==> src/rtl/bspi_pkg.sv <==
package bspi_pkg;
  localparam logic [1:0] A_DATA = 2'd0;
  localparam logic [1:0] A_STAT = 2'd1;
  localparam logic [1:0] A_CTRL = 2'd2;
  localparam logic [1:0] A_DIV  = 2'd3;

  localparam int S_RXC = 7;
  localparam int S_TXC = 6;
  localparam int S_DRE = 5;

  localparam logic [4:0] STAT_FIXED = 5'b00110;

  typedef struct packed {
    logic ie_rx;
    logic ie_tx;
    logic ie_dre;
    logic rx_en;
    logic tx_en;
  } ctrl_t;
endpackage

==> src/rtl/bspi_rstsync.sv <==
module bspi_rstsync #(
  parameter int STAGES = 2
) (
  input  logic clk,
  input  logic arst_n,
  output logic srst_n
);
  logic [STAGES-1:0] sync_q;

  generate
    if (STAGES == 1) begin : g_one
      always_ff @(posedge clk or negedge arst_n) begin
        if (!arst_n) sync_q <= '0;
        else         sync_q <= 1'b1;
      end
    end else begin : g_many
      always_ff @(posedge clk or negedge arst_n) begin
        if (!arst_n) sync_q <= '0;
        else         sync_q <= {sync_q[STAGES-2:0], 1'b1};
      end
    end
  endgenerate

  assign srst_n = sync_q[STAGES-1];
endmodule

==> src/rtl/bspi_clkgen.sv <==
module bspi_clkgen #(
  parameter int DIV_W = 8
) (
  input  logic             clk,
  input  logic             rst_n,
  input  logic             run,
  input  logic             start,
  input  logic [DIV_W-1:0] div,
  output logic             tick
);
  logic [DIV_W-1:0] cnt_q, cnt_d;

  assign tick = run && (cnt_q == div);

  always_comb begin
    cnt_d = cnt_q;
    if (start || !run || tick) cnt_d = '0;
    else                       cnt_d = cnt_q + 1'b1;
  end

  always_ff @(posedge clk or negedge rst_n) begin
    if (!rst_n) cnt_q <= '0;
    else        cnt_q <= cnt_d;
  end


  tick_gap_chk: assert property (@(posedge clk) disable iff (!rst_n)
    (tick && div != '0) |=> !tick);
endmodule

==> src/rtl/bspi_shift.sv <==
module bspi_shift #(
  parameter int DATA_W = 8,
  localparam int CNT_W = $clog2(DATA_W)
) (
  input  logic              clk,
  input  logic              rst_n,
  input  logic              load,
  input  logic [DATA_W-1:0] load_byte,
  input  logic              tick,
  input  logic              miso,
  output logic              busy,
  output logic              sck,
  output logic              mosi,
  output logic              rx_done,
  output logic [DATA_W-1:0] rx_byte,
  output logic              frame_end
);
  logic              busy_q, busy_d;
  logic              sck_q, sck_d;
  logic [CNT_W-1:0]  bit_q, bit_d;
  logic [DATA_W-1:0] tx_q, tx_d;
  logic [DATA_W-1:0] rx_q, rx_d;
  logic              last_bit;

  assign last_bit  = (bit_q == CNT_W'(DATA_W-1));
  assign rx_byte   = {rx_q[DATA_W-2:0], miso};
  assign rx_done   = tick && !sck_q && last_bit;
  assign frame_end = tick && sck_q && last_bit;
  assign busy      = busy_q;
  assign sck       = sck_q;
  assign mosi      = busy_q && tx_q[DATA_W-1];

  always_comb begin
    busy_d = busy_q;
    sck_d  = sck_q;
    bit_d  = bit_q;
    tx_d   = tx_q;
    rx_d   = rx_q;
    if (load) begin
      busy_d = 1'b1;
      sck_d  = 1'b0;
      bit_d  = '0;
      tx_d   = load_byte;
    end else if (tick) begin
      sck_d = !sck_q;
      if (!sck_q) begin
        rx_d = rx_byte;
      end else if (last_bit) begin
        busy_d = 1'b0;
      end else begin
        bit_d = bit_q + 1'b1;
        tx_d  = {tx_q[DATA_W-2:0], 1'b0};
      end
    end
  end

  always_ff @(posedge clk or negedge rst_n) begin
    if (!rst_n) begin
      busy_q <= 1'b0;
      sck_q  <= 1'b0;
      bit_q  <= '0;
      tx_q   <= '0;
      rx_q   <= '0;
    end else begin
      busy_q <= busy_d;
      sck_q  <= sck_d;
      bit_q  <= bit_d;
      tx_q   <= tx_d;
      rx_q   <= rx_d;
    end
  end


  sck_idle_chk: assert property (@(posedge clk) disable iff (!rst_n)
    !busy |-> !sck);

  sck_hold_chk: assert property (@(posedge clk) disable iff (!rst_n)
    (!tick && !load) |=> $stable(sck));

  mosi_fall_chk: assert property (@(posedge clk) disable iff (!rst_n)
    (busy && !load && !(tick && sck)) |=> $stable(mosi));
endmodule

==> src/rtl/bspi_regs.sv <==
module bspi_regs
  import bspi_pkg::*;
#(
  parameter int DIV_W  = 8,
  parameter int DATA_W = 8
) (
  input  logic              clk,
  input  logic              rst_n,
  input  logic              sel,
  input  logic              wr,
  input  logic [1:0]        addr,
  input  logic [DATA_W-1:0] wdata,
  input  logic              tc_ack,
  input  logic              busy,
  input  logic              rx_done,
  input  logic [DATA_W-1:0] rx_byte,
  input  logic              frame_end,
  output logic [DATA_W-1:0] rdata,
  output logic              load,
  output logic [DATA_W-1:0] load_byte,
  output logic [DIV_W-1:0]  div,
  output logic              irq_rxc,
  output logic              irq_txc,
  output logic              irq_dre
);
  logic [DATA_W-1:0] hold_q, hold_d;
  logic              full_q, full_d;
  logic [DATA_W-1:0] rxbuf_q, rxbuf_d;
  logic              rxc_q, rxc_d;
  logic              txc_q, txc_d;
  ctrl_t             ctrl_q, ctrl_d;
  logic [DIV_W-1:0]  div_q, div_d;
  logic              wr_acc, rd_data, wr_ok, dre;

  assign wr_acc    = sel && wr;
  assign rd_data   = sel && !wr && (addr == A_DATA);
  assign wr_ok     = wr_acc && (addr == A_DATA) && ctrl_q.tx_en && !full_q;
  assign load      = full_q && ctrl_q.tx_en && !busy;
  assign load_byte = hold_q;
  assign div       = div_q;
  assign dre       = !full_q;

  assign irq_rxc = rxc_q && ctrl_q.ie_rx;
  assign irq_txc = txc_q && ctrl_q.ie_tx;
  assign irq_dre = dre   && ctrl_q.ie_dre;

  always_comb begin
    unique case (addr)
      A_DATA:  rdata = rxbuf_q;
      A_STAT:  rdata = {rxc_q, txc_q, dre, STAT_FIXED};
      A_CTRL:  rdata = {ctrl_q, 3'b000};
      default: rdata = DATA_W'(div_q);
    endcase
  end

  always_comb begin
    hold_d  = hold_q;
    full_d  = full_q;
    rxbuf_d = rxbuf_q;
    rxc_d   = rxc_q;
    txc_d   = txc_q;
    ctrl_d  = ctrl_q;
    div_d   = div_q;

    if (load) full_d = 1'b0;
    if (wr_ok) begin
      full_d = 1'b1;
      hold_d = wdata;
    end

    if (frame_end && !full_q && !wr_ok)
      txc_d = 1'b1;
    else if (tc_ack || (wr_acc && addr == A_STAT && wdata[S_TXC]))
      txc_d = 1'b0;

    if (!ctrl_q.rx_en) begin
      rxc_d   = 1'b0;
      rxbuf_d = '0;
    end else if (rx_done) begin
      rxc_d   = 1'b1;
      rxbuf_d = rx_byte;
    end else if (rd_data) begin
      rxc_d = 1'b0;
    end

    if (wr_acc && addr == A_CTRL) ctrl_d = ctrl_t'(wdata[7:3]);
    if (wr_acc && addr == A_DIV)  div_d  = wdata[DIV_W-1:0];
  end

  always_ff @(posedge clk or negedge rst_n) begin
    if (!rst_n) begin
      hold_q  <= '0;
      full_q  <= 1'b0;
      rxbuf_q <= '0;
      rxc_q   <= 1'b0;
      txc_q   <= 1'b0;
      ctrl_q  <= '0;
      div_q   <= '0;
    end else begin
      hold_q  <= hold_d;
      full_q  <= full_d;
      rxbuf_q <= rxbuf_d;
      rxc_q   <= rxc_d;
      txc_q   <= txc_d;
      ctrl_q  <= ctrl_d;
      div_q   <= div_d;
    end
  end


  dre_reload_chk: assert property (@(posedge clk) disable iff (!rst_n)
    (wr_ok && !busy) |=> !dre ##1 dre);

  txc_set_chk: assert property (@(posedge clk) disable iff (!rst_n)
    $rose(txc_q) |-> (dre && !busy));

  rxc_set_chk: assert property (@(posedge clk) disable iff (!rst_n)
    (rx_done && ctrl_q.rx_en) |=> rxc_q);

  rx_flush_chk: assert property (@(posedge clk) disable iff (!rst_n)
    !ctrl_q.rx_en |=> !rxc_q);
endmodule

==> src/rtl/bspi_master.sv <==
module bspi_master #(
  parameter int DIV_W       = 8,
  parameter int SYNC_STAGES = 2
) (
  input  logic       clk,
  input  logic       rst_n,
  input  logic       bus_sel,
  input  logic       bus_wr,
  input  logic [1:0] bus_addr,
  input  logic [7:0] bus_wdata,
  input  logic       tc_ack,
  input  logic       spi_miso,
  output logic [7:0] bus_rdata,
  output logic       irq_rxc,
  output logic       irq_txc,
  output logic       irq_dre,
  output logic       spi_sck,
  output logic       spi_mosi
);
  localparam int DATA_W = 8;

  logic              srst_n;
  logic              load, busy, tick, rx_done, frame_end;
  logic [DATA_W-1:0] load_byte, rx_byte;
  logic [DIV_W-1:0]  div;

  bspi_rstsync #(.STAGES(SYNC_STAGES)) u_rst (
    .clk(clk), .arst_n(rst_n), .srst_n(srst_n)
  );

  bspi_regs #(.DIV_W(DIV_W), .DATA_W(DATA_W)) u_regs (
    .clk(clk), .rst_n(srst_n),
    .sel(bus_sel), .wr(bus_wr), .addr(bus_addr), .wdata(bus_wdata),
    .tc_ack(tc_ack), .busy(busy), .rx_done(rx_done), .rx_byte(rx_byte),
    .frame_end(frame_end), .rdata(bus_rdata), .load(load),
    .load_byte(load_byte), .div(div),
    .irq_rxc(irq_rxc), .irq_txc(irq_txc), .irq_dre(irq_dre)
  );

  bspi_clkgen #(.DIV_W(DIV_W)) u_clk (
    .clk(clk), .rst_n(srst_n), .run(busy), .start(load), .div(div),
    .tick(tick)
  );

  bspi_shift #(.DATA_W(DATA_W)) u_shift (
    .clk(clk), .rst_n(srst_n), .load(load), .load_byte(load_byte),
    .tick(tick), .miso(spi_miso), .busy(busy), .sck(spi_sck),
    .mosi(spi_mosi), .rx_done(rx_done), .rx_byte(rx_byte),
    .frame_end(frame_end)
  );
endmodule

==> config.mk <==
export PLATFORM = sky130hd
export DESIGN_NAME = bspi_master
export DESIGN_NICKNAME = d
export VERILOG_FILES = /design/src/rtl/bspi_pkg.sv /design/src/rtl/bspi_rstsync.sv /design/src/rtl/bspi_clkgen.sv /design/src/rtl/bspi_shift.sv /design/src/rtl/bspi_regs.sv /design/src/rtl/bspi_master.sv
export SDC_FILE = /design/constraint.sdc
export NUM_CORES = 1
export LEC_CHECK = 0
export BUFFER_PORTS_ARGS = -buffer_cell sky130_fd_sc_hd__buf_2
export CAP_MARGIN = 20
export CORE_MARGIN = 3
export CORE_UTILIZATION = 35
export CTS_BUF_LIST = sky130_fd_sc_hd__clkbuf_16
export DETAILED_ROUTE_END_ITERATION = 10
export SETUP_SLACK_MARGIN = 0.5
export SYNTH_ARGS = -nofsm -noshare
export SYNTH_HDL_FRONTEND = slang
export SYNTH_SLANG_ARGS = --single-unit
==> constraint.sdc <==
create_clock -name clk -period 4.8 [get_ports clk]
set_clock_uncertainty 0.1 [all_clocks]
set_input_delay 0.48 -clock clk [delete_from_list [all_inputs] [get_ports clk]]
set_output_delay 0.48 -clock clk [all_outputs]
set_load 0.05 [all_outputs]
== After elaboration in Yosys (flattened, before gate mapping) ==
Cells that the tools add are included.

* Add/subtract/negate cells: 2
* Equal/unequal tests: 8
* Multiplexer cells: 25
* Bitwise operators: 2
* Reductions and logical operators: 40

{| class="wikitable"
|+ Operator list
! cell !! count
|-
| 2-to-1 mux 8 bit || 7
|-
| one-hot mux 8 bit (3 select lines) || 1
|-
| logical AND 1 bit || 23
|-
| 2-to-1 mux 1 bit || 13
|-
| 2-to-1 mux 3 bit || 4
|-
| nonzero test 2 bit || 5
|-
| AND reduction 3 bit || 3
|-
| adder 8 x 1 -> 8 bit (second input constant) || 1
|-
| == test 8 bit || 1
|-
| zero test 1 bit || 5
|-
| == test 2 bit (second input constant) || 2
|-
| inequality test 2 bit (second input constant) || 2
|-
| adder 3 x 1 -> 3 bit (second input constant) || 1
|-
| == test 3 bit (second input constant) || 1
|-
| logical OR 1 bit || 3
|-
| inequality test 3 bit (second input constant) || 1
|-
| == test 2 x 1 -> 1 bit (second input constant) || 1
|-
| zero test 2 bit || 1
|-
| NOT 1 bit || 2
|}

* Register bits: 62
* Bits of input ports: 16
* Logic and storage cells: 95

== Logic depth before layout (Yosys ltp) ==
* Depth in word-level cells: 7
* Depth in mapped cells: 7
* Depth with buffers taken out: 6

== Cells and area by module ==
A second synthesis with hierarchy kept.

* Cell total of the unflattened synthesis: 243
* Area total of the unflattened synthesis: 2905.3 um^2

{| class="wikitable"
|+ By module, submodules not included
! module !! times used !! cells an instance !! area each (um^2) !! sequential area each (um^2)
|-
| bspi_regs || 1 || 110 || 1481.4 || 800.8
|-
| bspi_shift || 1 || 84 || 898.4 || 500.5
|-
| bspi_clkgen || 1 || 46 || 471.7 || 200.2
|-
| bspi_rstsync || 1 || 3 || 53.8 || 50.0
|}

== Least setup slack after synthesis ==
OpenSTA, ideal clock, no wires.

* Kind: input port to output port
* Start point: input port bus_addr[1]
* End point: output port bus_rdata[3]
* Data arrival time: 1.994 ns
* Required time: 4.220 ns
* Setup slack: 2.226 ns
* Cell stages on the path: 3
* Path buffers: 1
* Path through: buf_1 mux2i_1 o21ai_0

* Cells in the longest elaborated chain, start to end: 2
* Elaborated cells between the ends (all ways): 4
* Those cells by class: 2 x eq/ne; 1 x mux; 1 x reduce/logical

{| class="wikitable"
|+ RTL lines
! element !! RTL line !! RTL
|-
| from (decl) || bspi_master.sv:9 || <nowiki>input logic [1:0] bus_addr,</nowiki>
|-
| == test 2 bit, or another cell as far along || bspi_regs.sv:48 || <nowiki>unique case (addr)</nowiki>
|-
| one-hot mux 8 bit (3 select lines) (*) || bspi_regs.sv:48 ||
|-
| to (decl) || bspi_master.sv:13 || <nowiki>output logic [7:0] bus_rdata,</nowiki>
|}

Every way passes the cells marked *; elsewhere a longest branch is shown, timed or not.

== Worst setup path in the final report ==
* Start point: register u_regs.div_q[6], in the netlist u_regs.div[6]
* End point: register u_shift.rx_q[5]

* Cells in the longest elaborated chain, start to end: 3

{| class="wikitable"
|+ RTL lines
! element !! RTL line !! RTL
|-
| from (decl) || bspi_regs.sv:32 || <nowiki>logic [DIV_W-1:0] div_q, div_d;</nowiki>
|-
| from (signal assigned) || bspi_regs.sv:106 || <nowiki>div_q <= div_d;</nowiki>
|-
| == test 8 bit || bspi_clkgen.sv:13 || <nowiki>assign tick = run && (cnt_q == div);</nowiki>
|-
| logical AND 1 bit || bspi_clkgen.sv:13 ||
|-
| AND reduction 3 bit (no line) || -- ||
|-
| to (signal assigned) || bspi_shift.sv:69 || <nowiki>rx_q <= rx_d;</nowiki>
|-
| to (decl) || bspi_shift.sv:22 || <nowiki>logic [DATA_W-1:0] rx_q, rx_d;</nowiki>
|}

No other way between the ends.
A chain may end at the register's enable or synchronous reset.

==> impl_metrics.yaml <==
place:
  port_buffers: 28
  placed_cells: 359
  hpwlAfterDp_um: 4270
  dpl_cell_area_um2: 3110
  routabilityCongestion: 0.807
timing:
  period_needed_ps: 2170
  fmax_mhz: 460
  finalSetupViolCount: 0
  tightest_slew_ps: 763
  rsz0062_at_grt: "no"
  slew_headroom_pct: 49.1
  fin_tns_setup_ps: 0
  maxSlewViolCount: 0
  hold_violations: 0
  fin_crit_sh_pct: 45.3
synth:
  syn_avg_cell_area_um2: 12.2
  synth-main-ff-cell: "dfrtp_1"
  synthTopCellsByCount: "dfrtp_1 (62), mux2_2 (28), nor2_1 (22), mux2i_1 (18), xnor2_1 (13)"
  async_flop_share_pct: 100
  synth_fa_ha_area_share_pct: 1.31
  yosys-top-cells-area: "dfrtp_1 (54%), mux2_2 (11%), mux2i_1 (6.3%), xnor2_1 (4.0%), nor2_1 (2.9%)"
  yosysTopAreaCellShare_pct: 54.3
  synth_mux_area_share_pct: 19.7
  synthSimpleGateAreaFrac_pct: 12.9
  yosysMostFrequentCell: "dfrtp_1"
  yosys.cell_types.count: 37
  syn_area_um2: 2860
  synth_compound_area_share_pct: 4.55
  synthCells: 235
  synth_top_family_by_area: "multiplexers"
  ys_warn_count: 0
  ys_ff_latch: 62
  synth-edff-count: 0
  yosysTopAreaCell: "dfrtp_1"
  synth-seq-area-share_pct: 54.3
  synth_xor_area_share_pct: 4.60
  syn-num-nets: 254
power:
  power_mw: 1.74
  ir_drop_mv: 0.215
  cellPowerDensity_nw_per_um2: 515
  leakagePower_nw: 1.52
global_routing:
  use_met3_pct: 4.77
  grtUsageMet2_pct: 21.6
  grt_remaining_overflow: 0
  grt_pass1_wl_um: 9870
  busiest_layer: "met2"
  gr-usage-all-layers_pct: 14.5
  antenna_found_initial: 0
  grt_max_degree: 61
  met1_usage_pct: 20.0
  grt_pass1_vias: 1862
drt:
  vias: 1824
  first_iter_violations: 119
  wl_um: 5970
  wl_per_cell_um: 15.9
  via_per_inst: 4.86
  post-route-drc-count: 0
  ant_nets: 0
  drt_first_pass_iters: 4
clock_network:
  clk_transition_reported_paths_ps: 50
  cts.sinks: 62
  postCtsHoldBufs: 1
  cts_htree_levels: 3
  post_cts_resized: 0
  clk_path_buf_depth: 2
  cts_tree: "yes"
  clk_latency_ps: 320
  root_buffer: "clkbuf_16"
  post-cts-setup-buffers: 0
  cts_inserted_buffers: 9
die:
  io_pins: 29
  dieArea_um2: 9290
  fp-row-count: 32
  core-area_um2: 7810
  die_h_um: 96.4
  dieWidth_um: 96.4
  initial_core_util_pct: 36.6
hold_path:
  min_path_type: "reg2reg"
  hp-start: "u_rst.sync_q[0]$_DFF_PN0_"
  holdPathStages: 0
  min_to: "u_rst.sync_q[1]$_DFF_PN0_"
layout:
  fin_util_pct: 43.2
  nets: 288
  n_antenna_cell: 0
  drive_above_1_share_pct: 28.9
  area_delta_synth_final_pct: 17.9
  post-route-cell-area_um2: 3370
  stdcell_count: 375
worst_setup_path:
  worstRegToRegCells: 4
  crit_type: "reg2reg"
  r2r-end: "u_shift.rx_q[5]$_DFFE_PN0P_"
  regToRegSetupSlack_ps: 2630
  start_kind: "flop"
  worstPathRequired_ps: 4900
  arrival_ps: 2280
  endpoint_kind: "flop"
  crit_fanout: 7
  rr_startpoint: "u_regs.div[6]$_DFFE_PN0P_"
status:
  outcome: "complete, no violations"
job:
  cap_violations: 0
[logic make-up after synthesis]
kind of cell | count (synthesis)
other cells | 1
compound gates | 21
xor+xnor | 15
mux | 49
fa+ha+maj | 3
buf+inv | 16
simple gates | 68
flops | 62
[power by group]
group	internal [mW]	switching [mW]	leakage, nW
sequential	0.655	0.117	0.797
clock	0.336	0.215	0.136
combinational	0.178	0.235	0.591
total	1.17	0.568	1.52
[per-layer routing]
metal	routed length, µm	vias up
li1	-	882
met1	2890	907
met4	64	0
met2	2790	30
met5	0	-
met3	232	5
[worst max-delay path by stage]
| stage | startpoint | endpoint | slack [ps] |
|---|---|---|---|
| floorplan | bus_addr[1] | bus_rdata[3] | 2230 |
| global route | u_regs.div[6]$_DFFE_PN0P_ | u_clk.cnt_q[5]$_DFF_PN0_ | 2480 |
| CTS | u_regs.div[6]$_DFFE_PN0P_ | u_shift.rx_q[5]$_DFFE_PN0P_ | 2620 |
| detailed placement | u_regs.div[6]$_DFFE_PN0P_ | u_shift.rx_q[5]$_DFFE_PN0P_ | 2630 |
| finish | u_regs.div[6]$_DFFE_PN0P_ | u_shift.rx_q[5]$_DFFE_PN0P_ | 2630 |
| global placement | u_regs.div[0]$_DFFE_PN0P_ | u_shift.rx_q[1]$_DFFE_PN0P_ | 2670 |
[cell type report]
cell class / count / area (µm²)
multi-input combinational: 157 / 1240
timing repair buffer: 32 / 173
sequential: 62 / 1550
clock buffer: 9 / 225
tap: 102 / 128
inverter: 7 / 26.3
fill: 748 / 4440
clock inverter: 6 / 25.0
[critical path, cell delays in order, from the launching register on]
cell and delay, ps:
dfrtp_1 440, xnor2_1 170, nand3_1 290, nor4_4 660
mux2_2 410
[flip-flops by register name, indices dropped and copies added, names as in the netlist]
| register | cells |
|---|---|
| u_clk.cnt_q | 8 |
| u_regs.div | 8 |
| u_regs.load_byte | 8 |
| u_regs.rxbuf_q | 8 |
| u_shift.tx_q | 8 |
| u_shift.rx_q | 7 |
| u_regs.ctrl_q | 5 |
| u_shift.bit_q | 3 |
| u_rst.sync_q | 2 |
| u_regs.full_q | 1 |
| u_regs.rxc_q | 1 |
| u_regs.txc_q | 1 |
| u_shift.busy | 1 |
| u_shift.sck | 1 |
[through the flow]
step / hold slack, ps / setup slack, ps
2_1_floorplan: 84.4 / 2230
3_3_place_gp: 165 / 2670
3_5_place_dp: 166 / 2630
4_1_cts: 254 / 2620
5_1_grt: 253 / 2480
6_report: 250 / 2630
[cell usage in the layout, fill, tap and decap left out, types with 2 or more instances in the layout]
master     Yosys  routed
nor4_2         1       2
inv_1          7      10
xnor2_1       13      13
o21ai_0        3       3
and3_1         2       2
buf_2          1      28
mux4_2         3       3
clkbuf_16      0       9
mux2_2        28      28
dfrtp_1       62      61
buf_4          1       3
a21oi_1       12      12
nor2_1        22      22
xor2_1         2       2
nand2b_1       5       5
mux2i_1       18      18
clkinv_2       0       2
nor2b_1       10      10
nand3b_1       2       2
nand3_1       10      10
nand2_1        6       6
and2_1         4       4
ha_1           3       3
Power figures use the tool's default switching activity.
